--- config.mk ---
export PLATFORM = sky130hd
export DESIGN_NAME = seq_bus_sequencer
export DESIGN_NICKNAME = d
export VERILOG_FILES = /design/src/rtl/seqbus_pkg.sv /design/src/rtl/seq_ctl.sv /design/src/rtl/seq_addr.sv /design/src/rtl/seq_dphase.sv /design/src/rtl/seq_bus_sequencer.sv
export SDC_FILE = /design/constraint.sdc
export NUM_CORES = 1
export LEC_CHECK = 0
export ABC_AREA = 1
export BUFFER_PORTS_ARGS = -buffer_cell sky130_fd_sc_hd__clkbuf_2
export CAP_MARGIN = 20
export CELL_PAD_IN_SITES_DETAIL_PLACEMENT = 1
export CELL_PAD_IN_SITES_GLOBAL_PLACEMENT = 1
export CORE_AREA = 5 5 130 132
export DETAILED_ROUTE_END_ITERATION = 12
export DIE_AREA = 0 0 135 137
export MAX_ROUTING_LAYER = met4
export PLACE_DENSITY = 0.95
export SLEW_MARGIN = 25
export SYNTH_ARGS = -nofsm -noshare
export SYNTH_HDL_FRONTEND = slang
export SYNTH_SLANG_ARGS = --single-unit
--- constraint.sdc ---
create_clock -name clk -period 4.9 [get_ports clk]
set_clock_uncertainty 0.2 [all_clocks]
set_input_delay 0.245 -clock clk [delete_from_list [all_inputs] [get_ports clk]]
set_output_delay 0.245 -clock clk [all_outputs]
set_load 0.005 [all_outputs]
--- src/rtl/seqbus_pkg.sv ---
package seqbus_pkg;
  typedef enum logic [1:0] {
    PH_IDLE    = 2'd0,
    PH_XFER    = 2'd1,
    PH_FETCH_N = 2'd2,
    PH_FETCH_S = 2'd3
  } phase_e;

  localparam int unsigned WORD_BYTES = 4;
endpackage

--- src/rtl/seq_ctl.sv ---
module seq_ctl
  import seqbus_pkg::*;
#(
  parameter int unsigned CW = 5
) (
  input  logic          clk,
  input  logic          rst_n,
  input  logic          fire,
  input  logic          req_write,
  input  logic          req_multi,
  input  logic [CW-1:0] req_count,
  output phase_e        phase,
  output logic          first,
  output logic          last_word,
  output logic          wr
);
  localparam logic [CW-1:0] ONE = CW'(1);

  phase_e        phase_q;
  logic [CW-1:0] left_q;
  logic          first_q;
  logic          wr_q;
  logic [CW-1:0] start_cnt;

  // count of zero, or a single transfer, both run one word
  always_comb begin
    if (!req_multi || req_count == '0) start_cnt = ONE;
    else                               start_cnt = req_count;
  end

  always_ff @(posedge clk) begin
    if (!rst_n) begin
      phase_q <= PH_IDLE;
      left_q  <= '0;
      first_q <= 1'b0;
      wr_q    <= 1'b0;
    end else begin
      unique case (phase_q)
        PH_IDLE: begin
          if (fire) begin
            phase_q <= PH_XFER;
            left_q  <= start_cnt;
            first_q <= 1'b1;
            wr_q    <= req_write;
          end
        end
        PH_XFER: begin
          first_q <= 1'b0;
          if (left_q == ONE) phase_q <= PH_FETCH_N;
          else               left_q  <= left_q - ONE;
        end
        PH_FETCH_N: phase_q <= wr_q ? PH_IDLE : PH_FETCH_S;
        PH_FETCH_S: phase_q <= PH_IDLE;
        default:    phase_q <= PH_IDLE;
      endcase
    end
  end

  assign phase     = phase_q;
  assign first     = first_q;
  assign last_word = (phase_q == PH_XFER) && (left_q == ONE);
  assign wr        = wr_q;
endmodule

--- src/rtl/seq_addr.sv ---
module seq_addr
  import seqbus_pkg::*;
#(
  parameter int unsigned AW = 32
) (
  input  logic          clk,
  input  logic          rst_n,
  input  logic          fire,
  input  logic          req_descend,
  input  logic [AW-1:0] req_addr,
  input  logic [AW-1:0] req_fetch,
  input  phase_e        phase,
  output logic [AW-1:0] addr
);
  localparam logic [AW-1:0] STEP = AW'(WORD_BYTES);

  logic [AW-1:0] data_q;
  logic [AW-1:0] fetch_q;
  logic          desc_q;

  always_ff @(posedge clk) begin
    if (!rst_n) begin
      data_q  <= '0;
      fetch_q <= '0;
      desc_q  <= 1'b0;
    end else if (fire) begin
      data_q  <= req_addr;
      fetch_q <= req_fetch;
      desc_q  <= req_descend;
    end else if (phase == PH_XFER) begin
      data_q  <= desc_q ? (data_q - STEP) : (data_q + STEP);
    end
  end

  always_comb begin
    unique case (phase)
      PH_XFER:    addr = data_q;
      PH_FETCH_N: addr = fetch_q;
      PH_FETCH_S: addr = fetch_q + STEP;
      default:    addr = '0;
    endcase
  end
endmodule

--- src/rtl/seq_dphase.sv ---
module seq_dphase #(
  parameter int unsigned LAT = 1
) (
  input  logic clk,
  input  logic rst_n,
  input  logic a_valid,
  input  logic a_write,
  output logic d_valid,
  output logic d_write
);
  logic [LAT:0] v_pipe;
  logic [LAT:0] w_pipe;

  assign v_pipe[0] = a_valid;
  assign w_pipe[0] = a_write;

  for (genvar s = 0; s < LAT; s++) begin : g_stage
    always_ff @(posedge clk) begin
      if (!rst_n) begin
        v_pipe[s+1] <= 1'b0;
        w_pipe[s+1] <= 1'b0;
      end else begin
        v_pipe[s+1] <= v_pipe[s];
        w_pipe[s+1] <= v_pipe[s] & w_pipe[s];
      end
    end
  end

  assign d_valid = v_pipe[LAT];
  assign d_write = w_pipe[LAT];
endmodule

--- src/rtl/seq_bus_sequencer.sv ---
module seq_bus_sequencer
  import seqbus_pkg::*;
#(
  parameter int unsigned AW = 32,
  parameter int unsigned CW = 5
) (
  input  logic          clk,
  input  logic          rst_n,
  input  logic          req_valid,
  output logic          req_ready,
  input  logic          req_write,
  input  logic          req_multi,
  input  logic          req_descend,
  input  logic [CW-1:0] req_count,
  input  logic [AW-1:0] req_addr,
  input  logic [AW-1:0] req_fetch,
  output logic          bus_valid,
  output logic          bus_seq,
  output logic          bus_write,
  output logic [AW-1:0] bus_addr,
  output logic          nseq_next,
  output logic          data_valid,
  output logic          data_write
);
  phase_e phase;
  logic   first;
  logic   last_word;
  logic   wr;
  logic   fire;

  assign req_ready = (phase == PH_IDLE);
  assign fire      = req_valid && req_ready;

  seq_ctl #(.CW(CW)) u_ctl (
    .clk       (clk),
    .rst_n     (rst_n),
    .fire      (fire),
    .req_write (req_write),
    .req_multi (req_multi),
    .req_count (req_count),
    .phase     (phase),
    .first     (first),
    .last_word (last_word),
    .wr        (wr)
  );

  seq_addr #(.AW(AW)) u_addr (
    .clk         (clk),
    .rst_n       (rst_n),
    .fire        (fire),
    .req_descend (req_descend),
    .req_addr    (req_addr),
    .req_fetch   (req_fetch),
    .phase       (phase),
    .addr        (bus_addr)
  );

  assign bus_valid = (phase != PH_IDLE);
  assign bus_seq   = ((phase == PH_XFER) && !first) || (phase == PH_FETCH_S);
  assign bus_write = (phase == PH_XFER) && wr;
  // next cycle is non-sequential: first data word, or the refetch after the last word
  assign nseq_next = fire || last_word;

  seq_dphase #(.LAT(1)) u_dph (
    .clk     (clk),
    .rst_n   (rst_n),
    .a_valid (bus_valid),
    .a_write (bus_write),
    .d_valid (data_valid),
    .d_write (data_write)
  );
endmodule

==> run_results.csv <==
group,metric,value,unit
worst_setup_path,crit_chain,"nor2_4 -> nand2_2 -> inv_2 -> nor2_2 -> inv_2 -> o21ai_0 -> inv_1 -> nand2_1 -> a21oi_1",
cts,clock-sinks,76,
grt,grt_max_degree,97,
cts,cts-htree-levels,3,
grt,grt_overflow,0,
outcome,violations,"negative hold slack",
layout,design_area,0.00769,sq mm
outcome,status,"complete, but fails checks",
timing,holdWs,-4.49,ps
worst_setup_path,path_buf_inv,3,
grt,antenna_found_initial,0,
placed_design,gp_congestion,0.940,
pwr,power_leakage,3.93,nW
layout,nFillCells,2187,
placed_design,placed_area,0.00709,sq mm
yosys,synth_warnings,0,
layout,final_nets,1316,
worst_setup_path,crit_arrival,3230,ps
die,io-pin-count,114,
placed_design,dp_worst_setup_slack,1700,ps
worst_setup_path,cp_top_family,"simple AND/OR/NAND/NOR gates",
min_path,hold_path_class,"in2reg",
layout,num_antenna_cells,0,
pwr,powerDensity,396,mW/mm^2
layout,final_util,0.493,
worst_setup_path,critPathMostFrequentCell,"inv_2",
worst_setup_path,slowest_stage,"nor2_2",
worst_setup_path,cp-end-kind,"register",
cts,cts_buffers,9,
timing,min_period,3230,ps
die,start_util,0.408,
min_path,hold_path_depth,3,
worst_setup_path,rrSetupSlack,1670,ps
yosys,async_flop_share,0,
grt,grt_pass1_wl,44300,microns
layout,drive_gt1_frac,0.138,
placed_design,io_buffers,113,
timing,report.final.setup_viol,0,
grt,grt_pass1_vias,8500,
timing,postLayoutSetupSlackWorst,1670,ps
grt,gr-usage-all-layers,0.312,
yosys,yosys_most_used_dff,"dfxtp_1",
drt,ant_nets,0,
yosys,synth_edf_count,0,
timing,relSlewSlack,0.295,
die,coreArea,0.0156,sq mm
timing,rsz0062_at_grt,"no",
cts,cts_tree,"built",
cts,clk_latency,360,ps
worst_setup_path,startpoint_type,"register",
min_path,worstHoldStart,"req_write",
yosys,syn_inst,1087,
yosys,syn_area_per_cell,5.86,sq um
timing,post-route-period-util,0.660,
worst_setup_path,worstReg2RegEnd,"u_addr.data_q[27]$_SDFFE_PN0N_",
min_path,worstHoldEndpoint,"u_ctl.wr$_SDFFE_PN0P_",
worst_setup_path,critPathMaxFanout,42,
drt,wl_per_cell,19.8,microns
drt,drt-total-wl,28300,microns
cts,clk_pin_slew,70,ps
yosys,yosys.area.top_type_share,0.239,
yosys,netlist_top_cells_count,"328 x nand2_1, 152 x inv_1, 96 x nor2_1, 95 x o21ai_0, 76 x dfxtp_1",
drt,drc,0,
timing,worst_pin_slew,1060,ps
yosys,seq_area_frac_synth,0.239,
drt,drtPass1Iterations,5,
die,dieHeight,137,microns
placed_design,placed_cells,1384,
layout,multi_input_area,0.00410,sq mm
timing,totalNegativeSetupSlack,0,ps
worst_setup_path,rr_worst_depth,9,
timing,drv_slew,0,
layout,area_delta_synth_final,20.8,%
timing,fmax,0.309,GHz
yosys,syn_nets,1194,
worst_setup_path,critical_path_class,"reg2reg",
drt,vias_per_cell,5.70,
layout,fin_cells,1430,
yosys,yosysUniqueCellTypes,43,
placed_design,place.detailed.hpwl,19600,microns
cts,clockRootBuffer,"clkbuf_16",
die,rows,46,
cts,clock_path_buffers,2,
timing,finalHoldViolCount,1,
run,maxCapViolations,0,
worst_setup_path,cp.depth,9,
layout,regArea,0.00152,sq mm
worst_setup_path,r2r_start,"u_ctl.phase[0]$_SDFFE_PN0P_",
die,dieArea,0.0185,sq mm
yosys,synthesis.area,0.00637,sq mm
worst_setup_path,cp_slowest_stage_delay,730,ps
cts,cts_setup_buffers,0,
yosys,yosysMostFrequentCell,"nand2_1",
drt,vias,8150,
drt,drt_iter0_markers,691,
yosys,netlist.top_cell.by_area,"dfxtp_1",
yosys,ys_ff_latch,76,
pwr,vdd_ir_drop_max,229,uV
die,die_w,135,microns
yosys,ys_top_cells_by_area,"dfxtp_1 24%, nand2_1 19%, inv_1 9.0%",
worst_setup_path,crit_required,4900,ps
placed cells by master, fill, tap and decap left out, types with 6 or more instances in the layout:
| cell type | count |
|---|---|
| a21oi_1 | 70 |
| a31oi_1 | 15 |
| inv_1 | 152 |
| nand2_2 | 7 |
| o21bai_1 | 8 |
| nor3_1 | 15 |
| dlygate4sd3_1 | 30 |
| nand4_1 | 16 |
| o21ai_1 | 6 |
| nand2_1 | 328 |
| clkbuf_16 | 9 |
| nor2_1 | 95 |
| inv_2 | 8 |
| nand3_1 | 63 |
| dfxtp_1 | 75 |
| o211ai_1 | 7 |
| clkbuf_2 | 113 |
| xor2_1 | 14 |
| ha_1 | 31 |
| o21ai_0 | 95 |
worst max-delay path by stage:
| stage | start | endpoint | slack (ps) |
|---|---|---|---|
| after floorplan | u_addr.desc_q$_SDFFE_PN0P_ | u_addr.data_q[20]$_SDFFE_PN0N_ | 2360 |
| after global routing | u_ctl.phase[0]$_SDFFE_PN0P_ | u_addr.data_q[27]$_SDFFE_PN0N_ | 1420 |
| after CTS | u_addr.desc_q$_SDFFE_PN0P_ | u_addr.data_q[22]$_SDFFE_PN0N_ | 1650 |
| after detailed placement | u_addr.desc_q$_SDFFE_PN0P_ | u_addr.data_q[22]$_SDFFE_PN0N_ | 1700 |
| after global placement | u_addr.desc_q$_SDFFE_PN0P_ | u_addr.data_q[22]$_SDFFE_PN0N_ | 1800 |
| final | u_ctl.phase[0]$_SDFFE_PN0P_ | u_addr.data_q[27]$_SDFFE_PN0N_ | 1670 |
sequential cells by signal (all words and copies together), names as in the netlist:
name	count
u_ctl.left_q	5
u_addr.data_q	32
u_addr.fetch_q	32
u_ctl.first	1
u_dph.d_valid	1
u_ctl.wr	1
u_dph.d_write	1
u_ctl.phase	2
u_addr.desc_q	1
cells by family after synthesis:
logic type,Yosys count,synth area share
and+or+nand+nor,548,0.366
AOI/OAI and AO/OA,217,0.188
buffers and inverters,196,0.118
DFF,76,0.239
adders and majority gates,32,0.0641
xor gates and xnor gates,18,0.0248
worst reg2reg max path: stages, from the launching register on:
cell     delay, ps
dfxtp_1        680
nor2_4         120
nand2_2        100
inv_2          270
nor2_2         750
inv_2          510
o21ai_0        240
inv_1           70
nand2_1         70
a21oi_1         60
per-stage QoR:
stage	power (W)	hold slack [ps]
floorplan	0.00178	207
global placement	0.00215	250
detailed placement	0.00223	287
CTS	0.00299	2.39
global route	0.00321	28.3
finish	0.00304	-4.49
report_power, final:
part / total [W] / switching (W) / internal, W
sequential: 0.000945 / 0.000192 / 0.000754
combinational: 0.00138 / 0.000920 / 0.000460
clock: 0.000719 / 0.000318 / 0.000401
total: 0.00304 / 0.00143 / 0.00161
per-layer routing:
| layer | part of all wire | vias to the layer above | global-route usage |
|---|---|---|---|
| met5 | 0 | - | - |
| met4 | 0.058 | 0 | 0.177 |
| met3 | 0.075 | 145 | 0.0625 |
| met2 | 0.47 | 413 | 0.509 |
| met1 | 0.40 | 3842 | 0.360 |
| li1 | - | 3750 | - |
final cells by class:
type                       instances  share of cell area
multi-input combinational        815               0.533
sequential                        76               0.198
timing repair buffer             147               0.116
inverter                         160              0.0781
tap                              216              0.0351
clock buffer                      10              0.0298
clock inverter                     6             0.00944
what timing repair did:
item / in CTS / in global routing
endpoints found under the hold margin: 30 / 0
hold buffers: 30 / 0
gates resized for setup: 0 / 0
setup endpoints to repair: 0 / 0
No activity file was read; power rests on OpenSTA's default activity.
